File: src/rtl/iss_pkg.sv
// Shared types for the issue sequencer.
// Assumes: nothing beyond SystemVerilog 2017.
package iss_pkg;

    // Contents of the issue slot for the current instruction cycle.
    typedef enum logic [1:0] {
        SLOT_BUBBLE = 2'd0,  // inserted no-op, squash raised
        SLOT_HEAD   = 2'd1,  // first word of a two-word op, gathering
        SLOT_TAIL   = 2'd2,  // second word present, two-word op executes
        SLOT_SOLO   = 2'd3   // single-word op executes
    } slot_kind_e;

endpackage

File: src/rtl/iss_phase_gen.sv
// Phase generator: divides the oscillator into instruction cycles of
// PHASES periods and drives one-hot phase strobes.
// Assumes: PHASES >= 2; reset is synchronous and active low.
module iss_phase_gen #(
    parameter int PHASES = 4
) (
    input  logic              clk_osc,
    input  logic              rst_n,
    output logic [PHASES-1:0] strobe,
    output logic              last
);
    localparam int CW = (PHASES > 1) ? $clog2(PHASES) : 1;
    localparam logic [CW-1:0] LAST_PH = CW'(PHASES - 1);

    logic [CW-1:0] cnt_q;

    // Phase counter, wraps after the last phase.
    always_ff @(posedge clk_osc) begin
        if (!rst_n)
            cnt_q <= '0;
        else if (cnt_q == LAST_PH)
            cnt_q <= '0;
        else
            cnt_q <= cnt_q + 1'b1;
    end

    // One strobe per phase decoded from the counter.
    for (genvar g = 0; g < PHASES; g++) begin : g_strobe
        assign strobe[g] = (cnt_q == CW'(g));
    end

    assign last = strobe[PHASES-1];
endmodule

File: src/rtl/iss_fetch_ptr.sv
// Fetch pointer: holds the word address being fetched; steps by one at
// each cycle boundary or loads a redirect target.
// Assumes: adv is high for exactly one oscillator period per cycle.
module iss_fetch_ptr #(
    parameter int ADDR_W = 12
) (
    input  logic              clk_osc,
    input  logic              rst_n,
    input  logic              adv,
    input  logic              load,
    input  logic [ADDR_W-1:0] target,
    output logic [ADDR_W-1:0] addr
);
    logic [ADDR_W-1:0] addr_q;

    // Address update at the end of each instruction cycle.
    always_ff @(posedge clk_osc) begin
        if (!rst_n)
            addr_q <= '0;
        else if (adv && load)
            addr_q <= target;
        else if (adv)
            addr_q <= addr_q + 1'b1;
    end

    assign addr = addr_q;
endmodule

File: src/rtl/iss_slot.sv
// Issue slot: captures the fetched word at each cycle boundary and
// classifies it as bubble, two-word head, two-word tail or single op.
// Assumes: fetched and is_head are settled when adv is high; words that
// are second halves carry all ones in their GUARD_W upper bits.
module iss_slot
    import iss_pkg::*;
#(
    parameter int WORD_W  = 16,
    parameter int GUARD_W = 4
) (
    input  logic              clk_osc,
    input  logic              rst_n,
    input  logic              adv,
    input  logic              flush,
    input  logic [WORD_W-1:0] fetched,
    input  logic              is_head,
    output logic              bubble,
    output logic              active,
    output logic              tail,
    output logic [WORD_W-1:0] word_a,
    output logic [WORD_W-1:0] word_b
);
    slot_kind_e        kind_q, kind_nxt;
    logic [WORD_W-1:0] ir_q;
    logic [WORD_W-1:0] head_q;
    logic              orphan;

    assign orphan = (fetched[WORD_W-1 -: GUARD_W] == {GUARD_W{1'b1}});

    // Classification of the word entering the slot.
    always_comb begin
        if (flush)
            kind_nxt = SLOT_BUBBLE;
        else if (kind_q == SLOT_HEAD)
            kind_nxt = SLOT_TAIL;
        else if (orphan)
            kind_nxt = SLOT_BUBBLE;
        else if (is_head)
            kind_nxt = SLOT_HEAD;
        else
            kind_nxt = SLOT_SOLO;
    end

    // Slot registers, loaded once per instruction cycle.
    always_ff @(posedge clk_osc) begin
        if (!rst_n) begin
            kind_q <= SLOT_BUBBLE;
            ir_q   <= '0;
            head_q <= '0;
        end else if (adv) begin
            kind_q <= kind_nxt;
            ir_q   <= fetched;
            if (kind_nxt == SLOT_TAIL)
                head_q <= ir_q;
        end
    end

    assign bubble = (kind_q == SLOT_BUBBLE);
    assign tail   = (kind_q == SLOT_TAIL);
    assign active = (kind_q == SLOT_SOLO) || tail;
    assign word_a = tail ? head_q : ir_q;
    assign word_b = tail ? ir_q : '0;
endmodule

File: src/rtl/iss_issue_seq.sv
// Issue sequencer top: phase strobes, fetch pointer and issue slot, with
// the flush rule that turns the slot after a redirect into a bubble.
// Assumes: execute-stage flags are meaningful only while exec_en is high.
module iss_issue_seq #(
    parameter int WORD_W   = 16,
    parameter int ADDR_W   = 12,
    parameter int PHASES   = 4,
    parameter int DEST_BIT = 9
) (
    input  logic              clk_osc,
    input  logic              rst_n,
    input  logic [WORD_W-1:0] prog_word,
    input  logic              dbl_first,
    input  logic              ex_taken,
    input  logic              ex_skip,
    input  logic              ex_pc_write,
    input  logic [ADDR_W-1:0] ex_target,
    output logic [PHASES-1:0] phase_strobe,
    output logic [ADDR_W-1:0] fetch_addr,
    output logic              exec_en,
    output logic [WORD_W-1:0] exec_word,
    output logic [WORD_W-1:0] exec_ext,
    output logic              exec_dest,
    output logic              squash
);
    logic last_ph;
    logic slot_active;
    logic slot_tail;
    logic flush;
    logic redirect;

    iss_phase_gen #(.PHASES(PHASES)) u_phase (
        .clk_osc (clk_osc),
        .rst_n   (rst_n),
        .strobe  (phase_strobe),
        .last    (last_ph)
    );

    // Flags count only in the execute strobe of an issued op.
    assign exec_en  = last_ph && slot_active;
    assign flush    = exec_en && (ex_taken || ex_skip || ex_pc_write);
    assign redirect = exec_en && ex_pc_write;

    iss_fetch_ptr #(.ADDR_W(ADDR_W)) u_fetch (
        .clk_osc (clk_osc),
        .rst_n   (rst_n),
        .adv     (last_ph),
        .load    (redirect),
        .target  (ex_target),
        .addr    (fetch_addr)
    );

    iss_slot #(.WORD_W(WORD_W), .GUARD_W(4)) u_slot (
        .clk_osc (clk_osc),
        .rst_n   (rst_n),
        .adv     (last_ph),
        .flush   (flush),
        .fetched (prog_word),
        .is_head (dbl_first),
        .bubble  (squash),
        .active  (slot_active),
        .tail    (slot_tail),
        .word_a  (exec_word),
        .word_b  (exec_ext)
    );

    assign exec_dest = exec_word[DEST_BIT];
endmodule

File: config.mk
export PLATFORM = sky130hd
export DESIGN_NAME = iss_issue_seq
export DESIGN_NICKNAME = d
export VERILOG_FILES = /design/src/rtl/iss_pkg.sv /design/src/rtl/iss_phase_gen.sv /design/src/rtl/iss_fetch_ptr.sv /design/src/rtl/iss_slot.sv /design/src/rtl/iss_issue_seq.sv
export SDC_FILE = /design/constraint.sdc
export NUM_CORES = 1
export LEC_CHECK = 0
export ABC_AREA = 0
export CAP_MARGIN = 20
export CORE_UTILIZATION = 31
export DETAILED_ROUTE_END_ITERATION = 8
export PLACE_DENSITY = 0.67
export SETUP_SLACK_MARGIN = 0.2
export SLEW_MARGIN = 20
export SYNTH_ARGS = -nofsm -noshare
export SYNTH_HDL_FRONTEND = slang
export SYNTH_SLANG_ARGS = --single-unit
export TNS_END_PERCENT = 20
File: constraint.sdc
create_clock -name clk_osc -period 1.7 [get_ports clk_osc]
set_input_delay 0.425 -clock clk_osc [delete_from_list [all_inputs] [get_ports clk_osc]]
set_output_delay 0.425 -clock clk_osc [all_outputs]
set_load 0.005 [all_outputs]
Yosys cells after proc, flatten, opt, wreduce, memory -nomap -nowiden
Cells that the tools add are included.
Storage, ports and cells
  output and inout bits: 51
  flip-flop bits (word level): 48
  bits of input ports: 34
Cells by class
  multiplexer cells: 8
  bitwise logic cells: 1
  eq/ne operators: 8
  reductions and logical operators: 12
  $add $sub $neg: 2
Operators by type and width (number)
  16-bit 2-to-1 mux: 2
  12-bit 2-to-1 mux: 2
  12-bit by 1-bit adder with 12-bit output (second input constant): 1
  2-bit equality test (second input constant): 5
  2-bit 2-to-1 mux: 4
  2-bit by 1-bit equality test with 1-bit output (second input constant): 2
  4-bit equality test (second input constant): 1
  1-bit logical AND: 4
  2-bit logical NOT: 2
  1-bit logical OR: 3
  2-bit by 1-bit adder with 2-bit output (second input constant): 1
  2-bit AND reduction: 1
  2-bit nonzero test: 1
  2-bit OR reduction: 1
  1-bit NOT: 1

Depth between registers and ports, before layout
  word-level depth: 7
  mapped depth: 7
  gate-level depth less buffers: 5

Cells and area by module
A second synthesis with hierarchy kept.
Second synthesis, totals
  cell total of the unflattened synthesis: 275
  area, all modules: 2585.0 µm²
Modules (own cells, without submodules)
  iss_slot: seq. area each 680.7 µm², cells an instance 172, area each 1707.9 µm², times used 1
  iss_fetch_ptr: seq. area each 240.2 µm², cells an instance 88, area each 719.4 µm², times used 1
  iss_phase_gen: seq. area each 40.0 µm², cells an instance 11, area each 126.4 µm², times used 1
  iss_issue_seq: seq. area each 0.0 µm², cells an instance 4, area each 31.3 µm², times used 1

Worst setup path before layout
No wires, ideal clock.
  path type: flip-flop to output port
  from: reg u_slot.kind_q[1]
  to: out exec_word[9]
  arrival: 1285 ps
  cell stages (with the launch flop): 5
  path buffers: 2
  setup slack: -10 ps
  data required time: 1275 ps
  path through: dfxtp_1 and2b_1 buf_4 mux2_2 buf_4
Between the ends
  longest elaborated chain between the ends: 2
Ends and longest elaborated chain
  from (decl): RTL line iss_slot.sv:23  | slot_kind_e kind_q, kind_nxt;
  from (signal assigned): RTL line iss_slot.sv:51  | kind_q <= kind_nxt;
  2-bit equality test: RTL line iss_slot.sv:59  | assign tail = (kind_q == SLOT_TAIL);
  16-bit 2-to-1 mux: RTL line iss_slot.sv:61  | assign word_a = tail ? head_q : ir_q;
  to (decl): RTL line iss_issue_seq.sv:21  | output logic [WORD_W-1:0] exec_word,
Every way passes these cells.

Worst setup path in the final report
  from: reg u_slot.kind_q[0]
  to: out exec_word[7]
Same word-level chain as after synthesis.

==> key figures <==
Pwr
  • Pint: 1.80 mW
  • Flop pwr share: 0.491
  • Sw frac: 0.247
  • Net Sw Power: 591 uW
  • Clock power share: 0.318
  • Power Dens Cells: 598 nW/um^2
  • P_leak: 1.58 nW
  • Max IR drop VDD: 287 uV
  • Combinational share of power: 0.190

Worst setup path
  • Crit path DAT: 1.59 ns
  • Critical Path Slowest Stage Cell: dfxtp_2
  • Most common cell on crit path: buf_6
  • Req. time, crit path: 1.27 ns
  • Startpoint types: flip-flop
  • Worst-path maximum fanout: 6
  • CP cell instances: and2b_4 > buf_12 > buf_6 > mux2_4 > buf_6
  • CP max stage delay: 0.33 ns
  • CP Capture Type: primary output
  • Kind of critical path: flip-flop to primary output

Run status
  • Status: finished, violations left
  • Violated checks: setup timing

Place
  • GP Congestion: 0.860
  • PortBufs: 84
  • Pre-CTS setup slack: -0.226 ns
  • DP Wirelength: 4590 um

Timing
  • Fmax: 496 MHz
  • Final setup fails: 33
  • Rel. slew slack: 0.771
  • Unrepaired setup endpoints after global routing: yes
  • Minimum clock period: 2.02 ns
  • Final setup margin: -0.316 ns
  • Skew final: 0.00490 ns
  • Tcrit/Tclk final: 1.19
  • Worst-Margin Slew: 0.338 ns
  • Final Max Slew Viols: 0
  • Hold Vio Cnt, Final: 0

Synthesis
  • Simple-Gate Fraction of Synth Area: 0.244
  • Sequential-to-total area share from yosys stat: 0.374
  • Post-synth design cell area: 2570 um^2
  • Xor/xnor share of the synthesized area: 0
  • Syn Nets: 324
  • Dominant cell type by area after synthesis: dfxtp_1
  • Synth warnings: 0
  • Dominant cells by area after synthesis: dfxtp_1, mux2_2, nand2_1
  • Distinct cells, synth: 46
  • Post-synth ARST share: 0
  • Top post-synthesis cells by count: dfxtp_1, nand2_1, and2_1
  • EDFF count, synth: 0
  • Syn avg cell area: 9.03 um^2
  • Mux share of post-synthesis cell area: 0.136
  • Synth Area in Compound Gates: 0.153
  • Largest family of logic cells by synthesized area: simple AND/OR/NAND/NOR gates
  • Post-synth top area share: 0.374
  • Synth Area in Adders: 0.0243
  • Register bit total from synthesis: 48
  • Mapped Cells: 285
  • Top FF cell, synth: dfxtp_1

Clock tree
  • Cts bufs inserted: 5
  • Clk sinks: 48
  • Hold_buf cts: 0
  • CTS max path bufs: 2
  • CTS HTree Levels: 2
  • Worst-path clk slew: 0.08 ns
  • Worst-skew pair later-pin latency: 0.30 ns
  • CTS tree: yes
  • Clock root buffer: clkbuf_8

Drt
  • Drt first pass iters: 4
  • DRC: 0
  • Final ANT Viol Nets: 0
  • Wirelength, routed: 7110 um
  • Routed vias: 2354
  • Initial DRC Count: 93
  • Vias per inst: 4.81
  • Routed WL per cell: 14.5 um

Min path
  • Min-Delay Path Class: flip-flop to flip-flop

Die
  • Area of the core: 7890 um^2
  • Die width: 93.1 um
  • # rows: 32
  • Effective utilization at floorplan: 0.326
  • DIE HEIGHT: 93.1 um
  • Ports: 85
  • DIE AREA: 8670 um^2

Global routing
  • First-pass GRT wire length: 11300 um
  • Initial antenna violation count: 0
  • Gr ovfl total: 0
  • Largest net degree at the start of global routing: 50
  • Number of global-route vias before repair: 2265
  • Total Routing Usage GR: 0.165

Finish
  • Area taken by multi-input logic gates: 1600 um^2
  • Fillcell total: 746
  • FF+latch area: 1000 um^2
  • N_diodes: 0
  • Layout cells sized above 1: 0.339
  • Area delta synth->final: 55.6%
  • Nets: 425
  • Final core occ: 0.508

Run
  • Max cap viols: 0
critical path, delay by kind of cell, from the launching register on:
kind          cells  cell delay, ns
simple gates      1            0.30
mux               1            0.30
flops             1            0.33
buf+inv           3            0.36
area by class of cell:
type / count / area share
multi-input cells: 212 / 0.400
clock inverters: 1 / 0.00125
inverters: 4 / 0.00625
repair buffers: 115 / 0.286
clock buffers: 7 / 0.0244
flip-flops and latches: 48 / 0.250
well taps: 102 / 0.0319
flip-flops by register name, summed over array words and instances, names as in the netlist:
| name | flops |
|---|---|
| u_fetch.addr | 12 |
| u_phase.cnt_q | 2 |
| u_slot.head_q | 16 |
| u_slot.ir_q | 16 |
| u_slot.kind_q | 2 |
layout by cell type, fill, tap and decap left out, types with 3 or more instances in the layout:
cell type and n:
o31ai_1 3, buf_6 34, a21boi_0 14, a21oi_1 4, clkbuf_8 5, clkdlybuf4s50_1 32, nand2_1 48, and3b_1 3
and2_1 16, buf_12 4, o21ai_0 9, buf_4 11, dlygate4sd2_1 12, nand3_1 4, dfxtp_4 8, mux2_4 16
mux2i_1 17, ha_4 4, o21a_1 3, nor2b_1 18, dfxtp_1 32, buf_2 17, a21boi_1 6, dfxtp_2 8
nor2_1 5
final timing paths:
kind | from | cells after the start | slack [ns] | to
setup / recovery | u_slot.kind_q[0]$_SDFFE_PN0P_ | 5 | -0.32 | exec_word[7]
setup reg to reg | u_phase.cnt_q[0]$_SDFF_PP0_ | 6 | 0.22 | u_slot.head_q[1]$_SDFFE_PN0P_
hold reg to reg | u_slot.head_q[8]$_SDFFE_PN0P_ | 2 | 0.47 | u_slot.head_q[8]$_SDFFE_PN0P_
hold / removal | u_slot.head_q[8]$_SDFFE_PN0P_ | 2 | 0.47 | u_slot.head_q[8]$_SDFFE_PN0P_
cells by family after synthesis:
kind of cell / Yosys count
compound gates: 54
fa+ha+maj: 5
buf+inv: 25
flops: 48
mux: 33
simple gates: 120
layer usage:
layer	routed length [um]	vias up	track usage
li1	-	1186	-
met1	3150	1086	0.212
met2	3510	76	0.283
met3	399	6	0.0309
met4	51	0	0.0462
met5	0	-	0
through the flow:
stage          std cells  cell area, um^2  total power [mW]  setup TNS [ns]  hold WS (ns)
6_report             489             4000              2.40           -6.61         0.468
3_3_place_gp         471             3590              1.57           -5.18         0.446
2_1_floorplan        285             2590              1.37               0         0.432
3_5_place_dp         471             3590              1.58           -5.86         0.453
4_1_cts              489             3890              2.37           -7.31         0.470
5_1_grt              489             4000              2.51           -8.64         0.488
power by group through the flow:
stage               combinational, mW  sequential (mW)  clock [mW]
finish                          0.456             1.18       0.762
global route                    0.488             1.18       0.837
CTS                             0.412             1.18       0.786
detailed placement              0.374             1.21           0
global placement                0.367             1.20           0
floorplan                       0.170             1.20           0
what timing repair did:
action / in CTS / in global routing
setup buffers: 8 / 0
gates resized for setup: 231 / 33
endpoints found under the setup margin: 76 / 61
pin swaps: 3 / 3
gates cloned: 2 / 0
No activity file was read; power rests on OpenSTA's default activity.
